**config.mk**
```make
export PLATFORM = sky130hd
export DESIGN_NAME = branch_target_unit
export DESIGN_NICKNAME = d
export VERILOG_FILES = /design/src/rtl/bta_pkg.sv /design/src/rtl/bta_decode.sv /design/src/rtl/bta_target.sv /design/src/rtl/bta_regs.sv /design/src/rtl/branch_target_unit.sv
export SDC_FILE = /design/constraint.sdc
export NUM_CORES = 1
export LEC_CHECK = 0
export ABC_AREA = 1
export BUFFER_PORTS_ARGS = -buffer_cell sky130_fd_sc_hd__buf_4
export CORE_MARGIN = 2
export CORE_UTILIZATION = 54
export DETAILED_ROUTE_END_ITERATION = 7
export PLACE_DENSITY = 0.92
export SLEW_MARGIN = 15
export SYNTH_ARGS = -nofsm -noshare
export SYNTH_HDL_FRONTEND = slang
export SYNTH_SLANG_ARGS = --single-unit
```
**constraint.sdc**
```tcl
create_clock -name clk_i -period 3 [get_ports clk_i]
set_input_delay 0.3 -clock clk_i [delete_from_list [all_inputs] [get_ports clk_i]]
set_output_delay 0.3 -clock clk_i [all_outputs]
set_load 0.02 [all_outputs]
```
**src/rtl/bta_pkg.sv**
```systemverilog
package bta_pkg;
  localparam int unsigned INSTR_W = 32;

  localparam logic [5:0] OP_REL_U  = 6'd18;
  localparam logic [5:0] OP_REL_C  = 6'd16;
  localparam logic [5:0] OP_INDIR  = 6'd19;
  localparam logic [9:0] XO_TO_LR  = 10'd16;
  localparam logic [9:0] XO_TO_CTR = 10'd528;

  typedef enum logic [2:0] {
    BR_NONE,
    BR_REL_U,
    BR_REL_C,
    BR_TO_LR,
    BR_TO_CTR
  } br_kind_e;
endpackage

```
**src/rtl/bta_decode.sv**
```systemverilog
module bta_decode
  import bta_pkg::*;
#(
  parameter int unsigned ADDR_W = 32
) (
  input  logic [INSTR_W-1:0] instr_i,
  output br_kind_e           kind_o,
  output logic [ADDR_W-1:0]  disp_o,
  output logic               abs_o,
  output logic               link_o
);
  // big-endian field positions: bit k lives at instr_i[31-k]
  localparam int unsigned LONG_W  = 24;
  localparam int unsigned SHORT_W = 14;

  logic [5:0]         opcode;
  logic [9:0]         xo;
  logic [LONG_W-1:0]  disp_long;
  logic [SHORT_W-1:0] disp_short;

  assign opcode     = instr_i[31:26];
  assign xo         = instr_i[10:1];
  assign disp_long  = instr_i[25:2];
  assign disp_short = instr_i[15:2];
  assign abs_o      = instr_i[1];
  assign link_o     = instr_i[0];

  always_comb begin
    kind_o = BR_NONE;
    unique case (opcode)
      OP_REL_U: kind_o = BR_REL_U;
      OP_REL_C: kind_o = BR_REL_C;
      OP_INDIR: begin
        if (xo == XO_TO_LR)       kind_o = BR_TO_LR;
        else if (xo == XO_TO_CTR) kind_o = BR_TO_CTR;
      end
      default: kind_o = BR_NONE;
    endcase
  end

  always_comb begin
    if (kind_o == BR_REL_U)
      disp_o = {{(ADDR_W-LONG_W-2){disp_long[LONG_W-1]}}, disp_long, 2'b00};
    else
      disp_o = {{(ADDR_W-SHORT_W-2){disp_short[SHORT_W-1]}}, disp_short, 2'b00};
  end
endmodule

```
**src/rtl/bta_target.sv**
```systemverilog
module bta_target
  import bta_pkg::*;
#(
  parameter int unsigned ADDR_W = 32
) (
  input  logic              valid_i,
  input  br_kind_e          kind_i,
  input  logic [ADDR_W-1:0] disp_i,
  input  logic              abs_i,
  input  logic              cond_i,
  input  logic [ADDR_W-1:0] pc_i,
  input  logic [ADDR_W-1:0] lr_i,
  input  logic [ADDR_W-1:0] ctr_i,
  output logic [ADDR_W-1:0] next_pc_o,
  output logic              taken_o
);
  localparam logic [ADDR_W-1:0] STEP       = ADDR_W'(4);
  localparam logic [ADDR_W-1:0] ALIGN_MASK = ~ADDR_W'(3);

  logic [ADDR_W-1:0] raw_tgt;
  logic [ADDR_W-1:0] seq_pc;

  assign seq_pc = pc_i + STEP;

  always_comb begin
    taken_o = 1'b0;
    raw_tgt = seq_pc;
    if (valid_i) begin
      unique case (kind_i)
        BR_REL_U: begin
          taken_o = 1'b1;
          raw_tgt = abs_i ? disp_i : pc_i + disp_i;
        end
        BR_REL_C: begin
          taken_o = cond_i;
          raw_tgt = abs_i ? disp_i : pc_i + disp_i;
        end
        BR_TO_LR: begin
          taken_o = cond_i;
          raw_tgt = lr_i;
        end
        BR_TO_CTR: begin
          taken_o = cond_i;
          raw_tgt = ctr_i;
        end
        default: taken_o = 1'b0;
      endcase
    end
  end

  assign next_pc_o = taken_o ? (raw_tgt & ALIGN_MASK) : seq_pc;

  always_comb begin
    if (taken_o) AST_TAKEN_NEEDS_VALID: assert (valid_i && kind_i != BR_NONE);
  end
endmodule

```
**src/rtl/bta_regs.sv**
```systemverilog
module bta_regs #(
  parameter int unsigned ADDR_W = 32
) (
  input  logic              clk_i,
  input  logic              rst_ni,
  input  logic              link_we_i,
  input  logic [ADDR_W-1:0] link_val_i,
  input  logic              lr_we_i,
  input  logic [ADDR_W-1:0] lr_wdata_i,
  input  logic              ctr_we_i,
  input  logic [ADDR_W-1:0] ctr_wdata_i,
  output logic [ADDR_W-1:0] lr_o,
  output logic [ADDR_W-1:0] ctr_o
);
  logic [ADDR_W-1:0] lr_q, ctr_q;

  always_ff @(posedge clk_i or negedge rst_ni) begin
    if (!rst_ni)        lr_q <= '0;
    else if (link_we_i) lr_q <= link_val_i;  // linking branch wins
    else if (lr_we_i)   lr_q <= lr_wdata_i;
  end

  always_ff @(posedge clk_i or negedge rst_ni) begin
    if (!rst_ni)       ctr_q <= '0;
    else if (ctr_we_i) ctr_q <= ctr_wdata_i;
  end

  assign lr_o  = lr_q;
  assign ctr_o = ctr_q;

  AST_LINK_STORES: assert property (@(posedge clk_i) disable iff (!rst_ni)
    link_we_i |=> lr_q == $past(link_val_i));
  AST_LR_HOLDS: assert property (@(posedge clk_i) disable iff (!rst_ni)
    (!link_we_i && !lr_we_i) |=> $stable(lr_q));
  AST_EXT_LR_WRITE: assert property (@(posedge clk_i) disable iff (!rst_ni)
    (lr_we_i && !link_we_i) |=> lr_q == $past(lr_wdata_i));
  AST_EXT_CTR_WRITE: assert property (@(posedge clk_i) disable iff (!rst_ni)
    ctr_we_i |=> ctr_q == $past(ctr_wdata_i));
endmodule

```
**src/rtl/branch_target_unit.sv**
```systemverilog
module branch_target_unit
  import bta_pkg::*;
#(
  parameter int unsigned ADDR_W = 32
) (
  input  logic              clk_i,
  input  logic              rst_ni,
  input  logic              valid_i,
  input  logic [31:0]       instr_i,
  input  logic [ADDR_W-1:0] pc_i,
  input  logic              cond_taken_i,
  input  logic              lr_we_i,
  input  logic [ADDR_W-1:0] lr_wdata_i,
  input  logic              ctr_we_i,
  input  logic [ADDR_W-1:0] ctr_wdata_i,
  output logic [ADDR_W-1:0] next_pc_o,
  output logic              redirect_o,
  output logic [ADDR_W-1:0] lr_o
);
  localparam logic [ADDR_W-1:0] STEP = ADDR_W'(4);

  br_kind_e          kind;
  logic [ADDR_W-1:0] disp, lr_q, ctr_q, link_val;
  logic              abs_bit, link_bit, link_we;

  bta_decode #(.ADDR_W(ADDR_W)) u_decode (
    .instr_i (instr_i),
    .kind_o  (kind),
    .disp_o  (disp),
    .abs_o   (abs_bit),
    .link_o  (link_bit)
  );

  bta_target #(.ADDR_W(ADDR_W)) u_target (
    .valid_i   (valid_i),
    .kind_i    (kind),
    .disp_i    (disp),
    .abs_i     (abs_bit),
    .cond_i    (cond_taken_i),
    .pc_i      (pc_i),
    .lr_i      (lr_q),
    .ctr_i     (ctr_q),
    .next_pc_o (next_pc_o),
    .taken_o   (redirect_o)
  );

  // link regardless of outcome; target above already used the old LR
  assign link_we  = valid_i && (kind != BR_NONE) && link_bit;
  assign link_val = pc_i + STEP;

  bta_regs #(.ADDR_W(ADDR_W)) u_regs (
    .clk_i       (clk_i),
    .rst_ni      (rst_ni),
    .link_we_i   (link_we),
    .link_val_i  (link_val),
    .lr_we_i     (lr_we_i),
    .lr_wdata_i  (lr_wdata_i),
    .ctr_we_i    (ctr_we_i),
    .ctr_wdata_i (ctr_wdata_i),
    .lr_o        (lr_q),
    .ctr_o       (ctr_q)
  );

  assign lr_o = lr_q;

  AST_TARGET_ALIGNED: assert property (@(posedge clk_i) disable iff (!rst_ni)
    redirect_o |-> next_pc_o[1:0] == 2'b00);
  AST_FALLTHROUGH: assert property (@(posedge clk_i) disable iff (!rst_ni)
    !redirect_o |-> next_pc_o == pc_i + STEP);
  AST_NO_BRANCH_NO_REDIRECT: assert property (@(posedge clk_i) disable iff (!rst_ni)
    !valid_i |-> !redirect_o);
endmodule

```
==> metrics.yaml, run 1 <==
run_status:
  outcome: "finished, violations left"
  violations: "design-rule violations, negative setup slack"
placement:
  numPortBuffers: 196
  dp.final_hpwl_mm: 21.0
  dp_slack_ns: -0.346
  place_inst: 1504
  gp_congestion: 1.02
clocking:
  cts_tree: "done"
  htree_levels: 3
  clock_path_buffers: 2
  cts_hold_buf: 0
  clkTransAtPathRegs_ns: 0.05
  clockRootBuffer: "clkbuf_16"
  clk_latency_ns: 0.33
  cts_sinks: 62
  cts_made_buffers: 9
layout:
  layoutNonFillerInstCount: 1524
  drive_above_1_share_pct: 33.9
  fin_nets: 1517
  final_common_cell: "nand2_1"
  area_growth_pct: 48.4
  final_cell_mix: "nand2_1 (267), buf_4 (245), inv_1 (147)"
  antennaDiodeCount: 0
  n_fill_cell: 807
power:
  power_density_nw_per_um2: 364
  leakage_nw: 5.12
  vdd_drop_max_mv: 0.283
yosys:
  synth.avg_cell_area_sq_um: 6.06
  synthXorXnorAreaFrac_pct: 4.26
  synth_top_family_by_area: "simple AND/OR/NAND/NOR gates"
  synthTopCellsByArea: "dfrtp_1 (23%), nand2_1 (17%), inv_1 (9.2%)"
  syn_area_sq_um: 6750
  synth_top_flop_cell: "dfrtp_1"
  synthArstFlopShare_pct: 100
  ys_types: 47
  synth_top_area_share_pct: 23.0
  synth-compound-area-share_pct: 16.6
  synth_nets: 1280
  synthAdderAreaFrac_pct: 6.04
  synth-edff-count: 0
  yosys.area_share.simple_pct: 37.2
  synthMuxAreaShare_pct: 0.649
  synth_seq_cells: 62
  yosysTopAreaCell: "dfrtp_1"
  syn_inst: 1114
  yosys_warnings: 0
  ys_seq_area_share_pct: 23.0
floorplan:
  num_rows: 40
  die_y_um: 116
  placeableCoreArea_sq_um: 12100
  dieArea_sq_um: 13400
  ios: 199
  initial_utilization_pct: 55.8
  die_x_um: 116
sta:
  worstMarginPinSlew_ns: 0.776
  timing.fmax_mhz: 322
  maxSlewViolCount: 0
  skew_ns: 0
  setup_ws_ns: -0.109
  hold_viol: 0
  rsz0062_at_grt: "yes"
  slew_headroom_pct: 48.3
  tns_ns: -0.286
  setup_viol: 5
  fin_crit_ns: 3.11
  post-route-period-util_pct: 104
routing:
  vias: 9156
  drt-vias-per-instance: 6.01
  detail_route.wl_per_cell_um: 19.6
  routed_wl_mm: 29.9
  drtIter0Drc: 1289
  drtAntennaViolNets: 0
  dr.pass1.iters: 8
  drcViolationCount: 2
critical_path:
  critPathRequiredTime_ns: 2.70
  end_kind: "output pin"
  crit_type: "in -> out"
  cp_data_arrival_time_ns: 2.81
  reg2reg_depth: 4
  critPathLaunchType: "input port"
  crit_fanout: 8
global_routing:
  grt_pass1_wl_mm: 43.0
  grt_pass1_vias: 8249
  antenna_found_initial: 0
  gr-usage-all-layers_pct: 41.7
  grt-ovfl-total: 0
  grt_max_degree: 63
hold_path:
  hold_class: "in -> async"
run:
  drv_cap: 0
## kinds of logic (layout without fill, tap and decap cells)
family	count (synthesis)	count (layout)
xor gates and xnor gates	32	32
muxes	4	4
and+or+nand+nor	568	568
buffers and inverters	211	453
adders and majority gates	32	32
AOI/OAI and AO/OA	205	205
DFF	62	62
## synthesized netlist by cell type (5+ instances only)
library cell / n
a21oi_1: 73
buf_2: 11
clkbuf_1: 20
dfrtp_1: 62
ha_1: 31
inv_1: 165
inv_2: 9
nand2_1: 304
nand2_2: 6
nand3_1: 97
nand4_1: 17
nor2_1: 101
nor2_4: 5
nor3_1: 12
nor4_1: 7
o211ai_1: 13
o21ai_0: 75
o21ai_1: 14
o21bai_1: 8
o221ai_1: 5
o22ai_1: 13
xnor2_1: 5
xor2_1: 26
## where the power goes
part / total, mW / switching [mW] / leakage (nW) / internal, mW
Combinational: 1.46 / 0.859 / 4.20 / 0.597
Clock: 1.22 / 0.408 / 0.162 / 0.814
Sequential: 0.967 / 0.0530 / 0.752 / 0.914
## layer usage
layer	global-route usage (%)	vias to the layer above	part of all wire [%]
met5	0	-	0
met2	68.3	721	46
met3	8.79	165	11
met4	17.6	0	5.9
li1	-	4088	-
met1	53.5	4182	37
## cell type report
class | count | area [sq um] | area share [%]
Timing Repair Buffer | 263 | 2060 | 20.5
Sequential cell | 62 | 1550 | 15.5
Tap cell | 168 | 210 | 2.10
Clock buffer | 9 | 225 | 2.25
Inverter | 174 | 668 | 6.67
Multi-Input combinational cell | 841 | 5190 | 51.7
Clock inverter | 7 | 123 | 1.22
## worst max-delay path, stage by stage
cell,delay (ns)
buf_8,0.08
inv_4,0.03
nor2_4,0.12
nand3_2,0.13
buf_12,0.18
buf_4,0.13
o21ai_2,0.15
inv_2,0.07
ha_4,0.28
nand2_1,0.11
nand2_1,0.09
nand2_1,0.09
nand2_1,0.10
nand2_1,0.08
nand2_1,0.07
a21oi_2,0.13
nand2_1,0.07
nand2_1,0.08
nand2_2,0.06
nand2_2,0.07
nand3_2,0.07
a21oi_2,0.19
buf_6,0.14
## flip-flops by register name (all words and copies together) (netlist names)
register,cells
u_regs.lr_o,32
u_regs.ctr_o,30
## stage by stage
| stage | hold slack, ns | area, sq um | utilization (%) | total power [mW] |
|---|---|---|---|---|
| 2_1_floorplan | 0.00441 | 6750 | - | 1.59 |
| 6_report | 0.0312 | 10000 | 82.7 | 3.64 |
| 4_1_cts | 0.0656 | 9300 | 76.8 | 3.41 |
| 3_3_place_gp | 0.418 | 8730 | 72.1 | 2.12 |
| 3_5_place_dp | 0.411 | 8730 | 72.1 | 2.14 |
| 5_1_grt | 0.115 | 10000 | 82.7 | 3.77 |
## final timing paths
| check | from | end | slack [ns] |
|---|---|---|---|
| setup / recovery | instr_i[30] | next_pc_o[31] | -0.11 |
| hold / removal | rst_ni | u_regs.ctr_o[4] | 0.03 |
| setup reg to reg | u_regs.lr_o[7] | u_regs.lr_o[7] | 2.12 |
| hold reg to reg | u_regs.ctr_o[22] | u_regs.ctr_o[22] | 0.52 |
| max in group asynchronous | rst_ni | u_regs.lr_o[22] | 2.44 |
| min in group clk_i | ctr_wdata_i[28] | u_regs.ctr_o[28] | 0.18 |
## repair_timing
action,in CTS,in global routing
gates resized for setup,53,173
setup endpoints to repair,15,17
pin swaps,6,49
hold endpoints to repair,0,0
buffers inserted,1,3
(Power assumes the default switching activity.)
==> run 2, diff against run 1 <==
--- a/config.mk
+++ b/config.mk
@@ -11,7 +11,8 @@
 export CORE_UTILIZATION = 54
 export DETAILED_ROUTE_END_ITERATION = 7
 export PLACE_DENSITY = 0.92
-export SLEW_MARGIN = 15
+export REMOVE_ABC_BUFFERS = 1
+export SLEW_MARGIN = 5
 export SYNTH_ARGS = -nofsm -noshare
 export SYNTH_HDL_FRONTEND = slang
 export SYNTH_SLANG_ARGS = --single-unit
==> run 2 against run 1 <==
  * The flow finishes with violations (negative setup slack)
  * Worst hold slack better by 0.016 ns
  * First-iteration DRC count up 5.1%
  * Cell area down 1.7%
  * Total power down 4.6%
  * Global-route usage down 2.3 points
  * Count of clock-buffer cells in the layout up 1
  * Die area unchanged
  * Clock power down 9%
  * Final cell count down 0.20%
  * Worst setup slack better by 0.029 ns
==> metrics.yaml, run 2 (same netlist as run 1, synthesis figures left out) <==
run_status:
  outcome: "finished, violations left"
  violations: "negative setup slack"
critical_path:
  end_kind: "output pin"
  crit_fanout: 7
  reg2reg_depth: 4
  rr_startpoint: "u_regs.lr_o[4]"
  critPathLaunchType: "input port"
  path_buf_inv: 7
  crit_type: "in -> out"
  crit_top_cell: "nand2_1"
  cp_data_arrival_time_ns: 2.78
  regToRegEndpoint: "u_regs.lr_o[4]"
  cp_slowest_stage_delay_ns: 0.30
  crit_chain: "buf_4 > inv_2 > nor2_4 > nand3_4 > buf_12 > nand2_8 > buf_6 > nand2_4 > inv_8 > ha_4 > nand2_2 > buf_4 > nor2_2 > nand2_2 > nor2_2 > nand2_1 > nand2_1 > nand2_1 > nand3_1 > nand2_1 > a21oi_2 > buf_6"
  regToRegSetupSlack_ns: 2.19
  critical-path-top-delay-family: "simple AND/OR/NAND/NOR gates"
  cp_slowest_cell: "ha_4"
  critPathRequiredTime_ns: 2.70
layout:
  final_common_cell: "nand2_1"
  fin_area_sq_um: 9850
  fin_util_pct: 81.3
  area_growth_pct: 45.8
  fin_nets: 1514
  drive_above_1_share_pct: 31.6
  antennaDiodeCount: 0
  final_cell_mix: "nand2_1 (274), buf_4 (242), inv_1 (156)"
  largest_register_ffs: 32
routing:
  drtAntennaViolNets: 0
  vias: 9191
  drcViolationCount: 0
  drt-vias-per-instance: 6.04
  routed_wl_mm: 28.9
  drtIter0Drc: 1355
  detail_route.wl_per_cell_um: 19.0
  dr.pass1.iters: 8
sta:
  maxSlewViolCount: 0
  slew_headroom_pct: 45.4
  setup_ws_ns: -0.0798
  timing.fmax_mhz: 325
  worstMarginPinSlew_ns: 0.819
  hold_viol: 0
  timing.hold.ws_ns: 0.0474
  rsz0062_at_grt: "yes"
  setup_viol: 4
  tns_ns: -0.173
  fin_crit_ns: 3.08
  skew_ns: 0
  post-route-period-util_pct: 103
global_routing:
  grt-ovfl-total: 0
  grt_max_degree: 63
  antenna_found_initial: 0
  gr-usage-all-layers_pct: 39.3
  grt_pass1_vias: 8144
  grt_pass1_wl_mm: 41.1
floorplan:
  die_x_um: 116
  die_y_um: 116
  placeableCoreArea_sq_um: 12100
  initial_utilization_pct: 55.8
  ios: 199
  num_rows: 40
  dieArea_sq_um: 13400
power:
  internal-power_mw: 2.22
  sw_frac_of_total_pct: 36.2
  vdd_drop_max_mv: 0.241
  leakage_nw: 5.09
  p_sw_mw: 1.26
  pwr-share-comb_pct: 40.5
  p_clk_share_pct: 32.0
  power_density_nw_per_um2: 353
  seqPwrFrac_pct: 27.6
clocking:
  cts_tree: "done"
  clk_latency_ns: 0.33
  clockRootBuffer: "clkbuf_16"
  cts_hold_buf: 0
  clkTransAtPathRegs_ns: 0.06
  clock_path_buffers: 2
  cts_made_buffers: 9
  htree_levels: 3
  cts_sinks: 62
placement:
  dp.final_hpwl_mm: 20.7
  numPortBuffers: 196
  postPlaceCellArea_sq_um: 8710
  gp_congestion: 1.02
run:
  drv_cap: 0
hold_path:
  hold_class: "in -> async"
[run 2: what timing repair did]
action                     CTS  global route
resized for setup           39           150
gates cloned                 0             2
setup endpoints to repair   15            16
pin swaps                    2            39
setup buffers                0             4
[run 2: layer usage]
| metal | vias up | part of all wire (%) | track usage (%) |
|---|---|---|---|
| met3 | 168 | 13 | 7.37 |
| met2 | 753 | 45 | 63.4 |
| met1 | 4182 | 35 | 52.3 |
| met5 | - | 0 | 0 |
| met4 | 0 | 6.2 | 15.9 |
| li1 | 4088 | - | - |
[run 2: area by class of cell]
class                   count  area (sq um)
inverters                 174           663
repair buffers            259          2020
multi-input cells         842          5080
flip-flops and latches     62          1550
clock buffers              10           229
clock inverters             6          86.3
well taps                 168           210
fillers                   812          2260
[run 2: how the worst max path moves through the flow]
stage | startpoint | to | cells past startpoint
4_1_cts | instr_i[31] | next_pc_o[26] | 16
3_5_place_dp | instr_i[31] | next_pc_o[25] | 16
5_1_grt | instr_i[30] | next_pc_o[30] | 21
3_3_place_gp | instr_i[31] | next_pc_o[25] | 16
2_1_floorplan | instr_i[1] | next_pc_o[16] | 9
6_report | instr_i[27] | next_pc_o[30] | 22
[run 2: power groups by stage]
stage	logic (mW)	clock network, mW	registers, mW
floorplan	0.558	0	1.01
global placement	1.13	0	0.966
detailed placement	1.15	0	0.970
CTS	1.20	1.11	0.957
global route	1.51	1.14	0.964
finish	1.41	1.11	0.959
[run 2: through the flow]
step | worst slack [ns] | power (mW) | cells
2_1_floorplan | 0.0338 | 1.57 | 1077
3_3_place_gp | -0.224 | 2.10 | 1499
3_5_place_dp | -0.274 | 2.12 | 1499
4_1_cts | -0.0282 | 3.26 | 1515
5_1_grt | -0.182 | 3.61 | 1521
6_report | -0.0798 | 3.48 | 1521
==> run 3, diff against run 2 <==
--- a/config.mk
+++ b/config.mk
@@ -5,13 +5,13 @@
 export SDC_FILE = /design/constraint.sdc
 export NUM_CORES = 1
 export LEC_CHECK = 0
-export ABC_AREA = 1
 export BUFFER_PORTS_ARGS = -buffer_cell sky130_fd_sc_hd__buf_4
 export CORE_MARGIN = 2
-export CORE_UTILIZATION = 54
+export CORE_UTILIZATION = 52
 export DETAILED_ROUTE_END_ITERATION = 7
 export PLACE_DENSITY = 0.92
 export REMOVE_ABC_BUFFERS = 1
+export SETUP_SLACK_MARGIN = 0.1
 export SLEW_MARGIN = 5
 export SYNTH_ARGS = -nofsm -noshare
 export SYNTH_HDL_FRONTEND = slang
==> run 3 against run 2 <==
  * The run ends with design-rule violations, negative setup slack left
  * Critical path depth shrank 7
  * Synthesized cell count shrank 37%
  * Largest power group unchanged
  * Via count shrank 2.5%
  * Highest routed layer is now met5
  * Die area shrank 12%
  * Worst hold slack lost 0.022 ns
  * Critical endpoint unchanged
==> metrics.yaml, run 3 <==
run_status:
  outcome: "finished, violations left"
  violations: "design-rule violations, negative setup slack"
clocking:
  clk_latency_ns: 0.38
  clkTransAtPathRegs_ns: 0.08
  cts_tree: "done"
  htree_levels: 3
  clock_path_buffers: 2
  clockRootBuffer: "clkbuf_8"
  cts_sinks: 62
  cts_made_buffers: 9
yosys:
  synth_seq_cells: 62
  yosys.cell_count.top_type: "a21oi_1"
  yosys_warnings: 0
  synth_top_flop_cell: "dfrtp_1"
  synth_top_area_share_pct: 27.4
  synth.avg_cell_area_sq_um: 8.10
  yosys-top-cells-count: "a21oi_1 (87), dfrtp_1 (62), nand2_1 (60), nor2_1 (45), a211oi_1 (34)"
  synthTopCellsByArea: "dfrtp_1 (27%), a21oi_1 (7.7%), ha_1 (6.8%)"
  ys_seq_area_share_pct: 27.4
  synth-edff-count: 0
  synthArstFlopShare_pct: 100
  syn_area_sq_um: 5670
  ys_types: 61
  syn_inst: 700
  yosysTopAreaCell: "dfrtp_1"
floorplan:
  dieArea_sq_um: 11800
  die_y_um: 108
  ios: 199
  num_rows: 38
  placeableCoreArea_sq_um: 10700
  initial_utilization_pct: 52.8
  die_x_um: 108
sta:
  rsz0062_at_grt: "yes"
  setup_viol: 23
  timing.hold.ws_ns: 0.0256
  worstMarginPinSlew_ns: 0.867
  fin_crit_ns: 3.93
  slew_headroom_pct: 42.2
  skew_ns: 0
  timing.fmax_mhz: 254
  setup_ws_ns: -0.934
  hold_viol: 0
  maxSlewViolCount: 0
  post-route-period-util_pct: 131
global_routing:
  grt_pass1_wl_mm: 40.5
  gr-usage-met2_pct: 71.0
  use_met3_pct: 13.7
  use_met1_pct: 50.8
  grt_pass1_vias: 7982
  gr-usage-all-layers_pct: 45.2
  grt_max_degree: 63
  antenna_found_initial: 2
  grt-ovfl-total: 0
  busiest_layer: "met2"
critical_path:
  cp_slowest_stage_delay_ns: 0.48
  critPathRequiredTime_ns: 2.70
  crit_top_cell: "buf_4"
  cp_slowest_cell: "o41a_1"
  cp_data_arrival_time_ns: 3.63
  critPathLaunchType: "input port"
  crit_chain: "buf_6 > ha_4 > inv_2 > fa_2 > nor2b_4 > o31a_1 > o41a_1 > a221oi_4 > o211ai_2 > a31o_4 > buf_4 > a41oi_2 > nor3_1 > a211oi_1 > buf_4"
  crit_type: "in -> out"
  path_buf_inv: 4
  crit_fanout: 4
  critical-path-top-delay-family: "compound AO/OA/AOI/OAI gates"
  end_kind: "output pin"
power:
  vdd_drop_max_mv: 0.268
  sw_frac_of_total_pct: 37.3
  finalPower_mw: 3.55
  leakage_nw: 4.37
  seqPwrFrac_pct: 28.0
  power_density_nw_per_um2: 370
  p_sw_mw: 1.32
  p_clk_share_pct: 26.5
  internal-power_mw: 2.23
  pwr-share-comb_pct: 45.4
layout:
  fin_util_pct: 89.3
  area_growth_pct: 69.2
  final_cell_mix: "buf_4 (329), a21oi_1 (67), dfrtp_1 (62)"
  largest_register_ffs: 32
  layoutNonFillerInstCount: 1183
  drive_above_1_share_pct: 49.7
  final_common_cell: "buf_4"
  fin_area_sq_um: 9600
  seq_area_sq_um: 1550
  n_fill_cell: 423
  fin_nets: 1202
  multi_input_area_sq_um: 4650
routing:
  dr.pass1.iters: 8
  vias: 8963
  detail_route.wl_per_cell_um: 29.9
  drt-vias-per-instance: 7.58
  routed_wl_mm: 35.3
  drtAntennaViolNets: 0
  drtIter0Drc: 1855
  drcViolationCount: 134
hold_path:
  hold_class: "in -> async"
placement:
  dp.final_hpwl_mm: 16.7
  place_inst: 1131
  postPlaceCellArea_sq_um: 8230
  gp_congestion: 1.07
  numPortBuffers: 196
run:
  drv_cap: 0
run 3: worst paths after layout:
check	start	end	slack (ns)	cells past startpoint
min in group clk_i	ctr_wdata_i[9]	u_regs.ctr_o[9]	0.15	2
max reg2reg	u_regs.lr_o[20]	u_regs.lr_o[20]	1.68	3
min	rst_ni	u_regs.lr_o[28]	0.03	1
min reg2reg	u_regs.ctr_o[5]	u_regs.ctr_o[5]	0.52	1
max	instr_i[2]	next_pc_o[30]	-0.93	15
max in group asynchronous	rst_ni	u_regs.ctr_o[12]	2.40	1
run 3: layout make-up:
type	count	share of cell area [%]
Multi-Input combinational cell	579	48.4
Timing Repair Buffer	363	30.2
Sequential cell	62	16.2
Tap cell	140	1.83
Clock buffer	12	1.41
Clock inverter	4	0.991
Inverter	21	0.978
Antenna cell	2	0.0522
run 3: kinds of logic (layout without fill, tap and decap cells):
| group | after synthesis | in the layout | share of synthesized area (%) |
|---|---|---|---|
| adder cells (fa/ha/maj) | 32 | 32 | 7.19 |
| XOR/XNOR | 49 | 49 | 7.57 |
| multiplexers | 45 | 45 | 8.58 |
| other | 0 | 2 | 0 |
| flip-flops | 62 | 62 | 27.4 |
| AND/OR/NAND/NOR | 207 | 207 | 17.7 |
| AO/OA/AOI/OAI | 246 | 246 | 27.6 |
| buffers and inverters | 59 | 400 | 3.95 |
run 3: power groups by stage:
stage / registers, mW / logic (mW) / clock network, mW
finish: 0.994 / 1.61 / 0.942
global route: 0.999 / 1.65 / 0.988
CTS: 0.979 / 1.28 / 0.910
detailed placement: 0.994 / 1.16 / 0
global placement: 0.988 / 1.12 / 0
floorplan: 1.03 / 0.498 / 0
run 3: repair_timing:
item,4_1_cts,5_1_grt
gates resized for setup,78,93
endpoints found under the setup margin,21,30
setup buffers,19,26
hold buffers,0,0
pin swaps,65,79
run 3: per-stage QoR:
step / setup WS [ns] / TNS (ns)
floorplan: -1.22 / -51.18
global placement: -0.578 / -6.98
detailed placement: -0.647 / -7.71
CTS: -0.514 / -5.35
global route: -0.991 / -14.80
finish: -0.934 / -12.83
run 3: layer usage:
metal  wire length, um  up-vias
li1                  -     3251
met1             10700     3983
met2             14400     1186
met3              5560      541
met4              4560        2
met5                64        -
